`config.mk`:
```
export PLATFORM = sky130hd
export DESIGN_NAME = blk_xfer_seq
export DESIGN_NICKNAME = d
export VERILOG_FILES = /design/src/rtl/blk_xfer_pkg.sv /design/src/rtl/blk_xfer_pick.sv /design/src/rtl/blk_xfer_addr.sv /design/src/rtl/blk_xfer_ctrl.sv /design/src/rtl/blk_xfer_seq.sv
export SDC_FILE = /design/constraint.sdc
export NUM_CORES = 1
export LEC_CHECK = 0
export BUFFER_PORTS_ARGS = -buffer_cell sky130_fd_sc_hd__buf_4
export CORE_UTILIZATION = 56
export CTS_CLUSTER_DIAMETER = 40
export DETAILED_ROUTE_END_ITERATION = 12
export PLACE_DENSITY = 0.82
export SYNTH_ARGS = -nofsm -noshare
export SYNTH_HDL_FRONTEND = slang
export SYNTH_SLANG_ARGS = --single-unit
```
`constraint.sdc`:
```
create_clock -name clk -period 6.61 [get_ports clk]
set_input_delay 0.661 -clock clk [delete_from_list [all_inputs] [get_ports clk]]
set_output_delay 0.661 -clock clk [all_outputs]
set_load 0.1 [all_outputs]
```
`src/rtl/blk_xfer_pkg.sv`:
```
package blk_xfer_pkg;
  typedef enum logic [1:0] {
    ST_IDLE = 2'd0,
    ST_RUN  = 2'd1,
    ST_FIN  = 2'd2
  } seq_state_e;

  localparam int WORD_BYTES = 4;
endpackage

```
`src/rtl/blk_xfer_pick.sv`:
```
module blk_xfer_pick #(
  parameter int NREG  = 16,
  parameter int IDX_W = $clog2(NREG)
) (
  input  logic [NREG-1:0]  pending,
  output logic [NREG-1:0]  lowest,
  output logic [IDX_W-1:0] idx
);
  // isolate lowest set bit
  assign lowest = pending & (~pending + NREG'(1));

  // encode its position, one OR tree per index bit
  for (genvar b = 0; b < IDX_W; b++) begin : g_bit
    logic [NREG-1:0] sel;
    for (genvar i = 0; i < NREG; i++) begin : g_sel
      assign sel[i] = (((i >> b) % 2) == 1);
    end
    assign idx[b] = |(lowest & sel);
  end
endmodule

```
`src/rtl/blk_xfer_addr.sv`:
```
module blk_xfer_addr
  import blk_xfer_pkg::*;
#(
  parameter int NREG   = 16,
  parameter int ADDR_W = 32,
  parameter int CNT_W  = $clog2(NREG + 1)
) (
  input  logic              clk,
  input  logic              rst_n,
  input  logic              load,
  input  logic              step,
  input  logic [ADDR_W-1:0] base,
  input  logic [NREG-1:0]   list,
  input  logic              pre,
  output logic [ADDR_W-1:0] addr,
  output logic [ADDR_W-1:0] wb_value
);
  localparam logic [ADDR_W-1:0] STEP = ADDR_W'(WORD_BYTES);

  logic [CNT_W-1:0] nsel;

  always_comb begin
    nsel = '0;
    for (int i = 0; i < NREG; i++) nsel = nsel + CNT_W'(list[i]);
  end

  always_ff @(posedge clk) begin
    if (!rst_n) begin
      addr     <= '0;
      wb_value <= '0;
    end else if (load) begin
      addr     <= pre ? base + STEP : base;
      wb_value <= base + (ADDR_W'(nsel) * STEP);
    end else if (step) begin
      addr     <= addr + STEP;
    end
  end

  AST_ADDR_STEP: assert property (@(posedge clk) disable iff (!rst_n)
    (step && !load) |=> addr == $past(addr) + STEP) else $error("addr step");
endmodule

```
`src/rtl/blk_xfer_ctrl.sv`:
```
module blk_xfer_ctrl
  import blk_xfer_pkg::*;
#(
  parameter int NREG = 16
) (
  input  logic            clk,
  input  logic            rst_n,
  input  logic            start,
  input  logic [NREG-1:0] list,
  input  logic            store_in,
  input  logic            wb_in,
  input  logic            req_ready,
  input  logic [NREG-1:0] lowest,
  output logic [NREG-1:0] pending,
  output logic            accept,
  output logic            fire,
  output logic            busy,
  output logic            req_valid,
  output logic            req_write,
  output logic            done,
  output logic            wb_valid
);
  seq_state_e      state;
  logic            wb_flag;
  logic [NREG-1:0] rest;

  assign accept    = start && (state == ST_IDLE);
  assign req_valid = (state == ST_RUN);
  assign fire      = req_valid && req_ready;
  assign busy      = (state != ST_IDLE);
  assign done      = (state == ST_FIN);
  assign wb_valid  = done && wb_flag;
  assign rest      = pending & ~lowest;

  always_ff @(posedge clk) begin
    if (!rst_n) begin
      state     <= ST_IDLE;
      pending   <= '0;
      req_write <= 1'b0;
      wb_flag   <= 1'b0;
    end else begin
      unique case (state)
        ST_IDLE: if (start) begin
          pending   <= list;
          req_write <= store_in;
          wb_flag   <= wb_in;
          state     <= (list == '0) ? ST_FIN : ST_RUN;
        end
        ST_RUN: if (req_ready) begin
          pending <= rest;
          if (rest == '0) state <= ST_FIN;
        end
        ST_FIN:  state <= ST_IDLE;
        default: state <= ST_IDLE;
      endcase
    end
  end

  AST_DONE_PULSE: assert property (@(posedge clk) disable iff (!rst_n)
    done |=> !done) else $error("done pulse");
  AST_ONE_PER_FIRE: assert property (@(posedge clk) disable iff (!rst_n)
    fire |=> $countones(pending) == $countones($past(pending)) - 1) else $error("pop");
  AST_BUSY_FLAGS_STABLE: assert property (@(posedge clk) disable iff (!rst_n)
    busy |=> $stable(req_write) && $stable(wb_flag)) else $error("flags");
  AST_EMPTY_DONE: assert property (@(posedge clk) disable iff (!rst_n)
    (accept && list == '0) |=> done && !req_valid) else $error("empty");
endmodule

```
`src/rtl/blk_xfer_seq.sv`:
```
module blk_xfer_seq
  import blk_xfer_pkg::*;
#(
  parameter int NREG   = 16,
  parameter int ADDR_W = 32,
  localparam int IDX_W = $clog2(NREG)
) (
  input  logic              clk,
  input  logic              rst_n,
  input  logic              start,
  input  logic [ADDR_W-1:0] start_base,
  input  logic [NREG-1:0]   start_list,
  input  logic              start_pre,
  input  logic              start_wb,
  input  logic              start_store,
  output logic              busy,
  output logic              req_valid,
  input  logic              req_ready,
  output logic [ADDR_W-1:0] req_addr,
  output logic [IDX_W-1:0]  req_reg,
  output logic              req_write,
  output logic              done,
  output logic              wb_valid,
  output logic [ADDR_W-1:0] wb_value
);
  logic [NREG-1:0] pending;
  logic [NREG-1:0] lowest;
  logic            accept;
  logic            fire;

  blk_xfer_pick #(.NREG(NREG), .IDX_W(IDX_W)) u_pick (
    .pending (pending),
    .lowest  (lowest),
    .idx     (req_reg)
  );

  blk_xfer_ctrl #(.NREG(NREG)) u_ctrl (
    .clk       (clk),
    .rst_n     (rst_n),
    .start     (start),
    .list      (start_list),
    .store_in  (start_store),
    .wb_in     (start_wb),
    .req_ready (req_ready),
    .lowest    (lowest),
    .pending   (pending),
    .accept    (accept),
    .fire      (fire),
    .busy      (busy),
    .req_valid (req_valid),
    .req_write (req_write),
    .done      (done),
    .wb_valid  (wb_valid)
  );

  blk_xfer_addr #(.NREG(NREG), .ADDR_W(ADDR_W)) u_addr (
    .clk      (clk),
    .rst_n    (rst_n),
    .load     (accept),
    .step     (fire),
    .base     (start_base),
    .list     (start_list),
    .pre      (start_pre),
    .addr     (req_addr),
    .wb_value (wb_value)
  );

  AST_REQ_HOLD: assert property (@(posedge clk) disable iff (!rst_n)
    (req_valid && !req_ready) |=> req_valid && $stable(req_addr) && $stable(req_reg)
      && $stable(req_write)) else $error("hold");
  AST_REG_ASCEND: assert property (@(posedge clk) disable iff (!rst_n)
    (req_valid && req_ready) |=> !req_valid || (req_reg > $past(req_reg))) else $error("order");
  AST_WB_WITH_DONE: assert property (@(posedge clk) disable iff (!rst_n)
    wb_valid |-> done) else $error("wb");
  AST_DONE_AFTER_LAST: assert property (@(posedge clk) disable iff (!rst_n)
    done |-> !req_valid && busy) else $error("done state");
endmodule

```
==> summary.txt <==
Congestion Overflow GR: 0
critical path launch point type: input port
syn_nets: 835
Starting Density: 0.587
setup TNS: 0 ns
WL met1: 7920 µm
largest family of logic cells by synthesized area: simple AND/OR/NAND/NOR gates
Synth Area in Simple Gates: 0.263
cell family with most CP delay: adder cells
GRT Total Usage: 0.337
XOR/XNOR Fraction of Synth Area: 0.0809
mux share of post-synthesis cell area: 0.00856
Synth Register Bits: 84
placed cells: 974
CTS Hold Bufs: 0
run status: completed
largest net degree at the start of global routing: 58
FP Rows: 36
vias per cell: 6.34
fillers: 854
RePlAce Congestion: 0.913
maximum vdd ir drop: 0.308 mV
Worst setup startpoint: start_list[0]
Final Util: 0.704
final setup violation count: 0
Port Buf Inserts: 127
Setup Buffers After CTS: 0
DP Area: 6780 µm²
power per cell area: 330 nW/µm²
cell area after layout: 7010 µm²
CP endpoint kind: register
yosys warns: 0
height of the chip: 104 µm
Die ar.: 10900 µm²
Hold Fails Final Rpt: 0
Async SR Flop Fraction: 0
Syn Area/Cell: 7.74 µm²
critical path data arrival time: 5.99 ns
hold_sp: u_addr.wb_value[2]
PostCTS Resize Cnt: 0
vias: 6278
core area: 9950 µm²
residual DRC count: 0
Layout area overhead: 19.9%
critical path class: in2reg
wire length on met3: 1720 µm
HPWL after detailed placement: 13600 µm
Period minus WS final: 5.70 ns
drt total wl: 18300 µm
register area: 1680 µm²
DR top layer: met4
number of global-route vias before repair: 5718
Tcrit/Tclk final: 0.862
register area share after synthesis: 0.288
TritonRoute pass-1 iters: 6
CP Buf/Inv Count: 3
Mapped Cells: 755
TritonCTS clock tree: built
RSZ-0062 raised after global routing: false
antenna cells: 0
Nets: 932
clk sinks: 84
CP most frequent cell: fa_1
root buffer cell: clkbuf_8
H-tree depth: 3
Routed Antenna Nets: 0
clock skew: 0.0162 ns
io pins: 128
CTS Buffer Depth: 2
Synth Cell Area: 5850 µm²
violation count after the first detailed-route iteration: 578
Critical Path, Cell by Cell: buf_4 -> inv_1 -> ha_1 -> inv_1 -> fa_1 -> fa_1 -> fa_1 -> fa_1 -> fa_1 -> fa_1 -> xnor2_1 -> ha_1 -> a211oi_1 -> o21bai_1 -> nor4b_1 -> xnor2_1 -> a211oi_1
Max Cap Viol: 0
compound-cell area share of the yosys netlist: 0.226
Post-synth EDFFs: 0
maximum clock frequency: 0.175 GHz
Clock Latency Late Sink: 0.38 ns
HP Class: reg2reg
Yosys cell types: 72
fin cells: 990
biggest cell delay along the critical path: 0.76 ns
crit-path max FO: 12
Slew @ Worst Pin: 1.08 ns
Critical Path Slowest Stage Cell: o21bai_1
Main synth FF type: dfxtp_1
adder-cell area share of the yosys netlist: 0.0693
fraction of layout cells with a size suffix above 1: 0.194
Pleak: 2.83 nW
area of the multi-input gates: 3790 µm²
Worst slew margin: 0.275
total chip power: 2.31 mW
antenna violations before repair: 0
RR Startpoint: u_addr.addr[2]
first-pass GRT wire length: 29300 µm
Worst-path clk slew: 0.09 ns
Die X-Extent: 104 µm
WL met2: 8070 µm
required time of the critical path: 6.90 ns
CTS Buf Count: 9
DR WL/cell: 18.5 µm
Final Max Tran Viols: 0
==> metal layers <==
metal  track usage  up-vias
met5             0        -
met4         0.145        0
met3        0.0733       54
met2         0.513      348
met1         0.459     2932
li1              -     2944
==> cells in the mapped netlist (4+ instances only) <==
cell type	instances	share of area
nand4_1	25	0.027
xor2_1	31	0.046
nor3_1	29	0.025
ha_1	14	0.030
nand2_1	72	0.046
nor2b_1	4	0.0043
buf_6	4	0.0077
nor4_1	12	0.013
a211oi_1	21	0.027
a31oi_1	12	0.013
nor3b_1	5	0.0064
clkbuf_1	34	0.022
dfxtp_1	84	0.29
nand3_1	31	0.027
and2_1	6	0.0064
inv_1	34	0.022
o22ai_1	4	0.0043
buf_2	5	0.0043
mux2i_1	5	0.0086
o31ai_1	5	0.0064
xnor2_1	23	0.034
and3_1	13	0.014
o21ai_0	47	0.040
nor2_1	54	0.035
a21o_1	5	0.0064
nand4b_1	5	0.0075
fa_1	11	0.038
o21a_1	7	0.0090
and4_1	5	0.0075
or3_1	8	0.0086
o21bai_1	4	0.0051
or2_2	5	0.0053
a21oi_1	59	0.051
o211ai_1	6	0.0077
a22oi_1	9	0.012
nand2b_1	6	0.0064
==> sequential cells by signal, summed over array words and instances (netlist names) <==
| register | cells |
|---|---|
| u_addr.addr | 32 |
| u_ctrl.state | 2 |
| u_ctrl.req_write | 1 |
| u_addr.wb_value | 32 |
| u_ctrl.wb_flag | 1 |
| u_ctrl.pending | 16 |
==> report_power, final <==
part           leakage [nW]  internal [mW]  switching, mW  total (mW)
registers             0.694          0.569         0.0620       0.631
logic                  2.02          0.354          0.893        1.25
clock network         0.114          0.227          0.209       0.436
==> cell usage in the layout (no fill, tap or decap), types with 11 or more instances in the layout <==
cell type / netlist / layout
buf_4: 0 / 134
dfxtp_1: 84 / 84
nand2_1: 72 / 72
a21oi_1: 59 / 59
nor2_1: 54 / 54
o21ai_0: 47 / 47
inv_1: 34 / 34
nand3_1: 31 / 31
xor2_1: 31 / 31
nor3_1: 29 / 29
nand4_1: 25 / 25
xnor2_1: 23 / 23
a211oi_1: 21 / 21
ha_1: 14 / 14
and3_1: 13 / 13
a31oi_1: 12 / 12
nor4_1: 12 / 12
fa_1: 11 / 11
==> final timing paths <==
path | depth (start not counted) | slack, ns | to
worst min-delay path | 2 | 0.46 | u_addr.wb_value[2]
worst max register to register | 6 | 4.03 | u_addr.addr[30]
worst max-delay path | 17 | 0.91 | u_addr.wb_value[30]
worst min register to register | 2 | 0.46 | u_addr.wb_value[2]
==> stage by stage <==
step	worst slack (ns)	hold WS (ns)
6_report	0.911	0.458
5_1_grt	0.664	0.484
4_1_cts	0.934	0.461
3_5_place_dp	0.530	0.449
3_3_place_gp	0.652	0.437
2_1_floorplan	1.22	0.432
==> logic make-up (layout without fill, tap and decap cells) <==
group	Yosys count	count (layout)
adder cells (fa/ha/maj)	26	26
XOR/XNOR	54	54
buffers and inverters	83	185
multiplexers	5	5
AO/OA/AOI/OAI	207	207
AND/OR/NAND/NOR	296	296
flip-flops	84	84
==> tightest hold or removal path: stages (launching register included) <==
cell and delay [ns]:
dfxtp_1 0.32, nand2_1 0.05, a21oi_1 0.05
==> final cells by class <==
class / instances / area share
Tap cell: 133 / 0.0237
Timing Repair Buffer: 134 / 0.143
Sequential cell: 84 / 0.240
Inverter: 35 / 0.0187
Multi-Input combinational cell: 588 / 0.541
Clock buffer: 10 / 0.0196
Clock inverter: 6 / 0.0134
(Power assumes the default switching activity.)
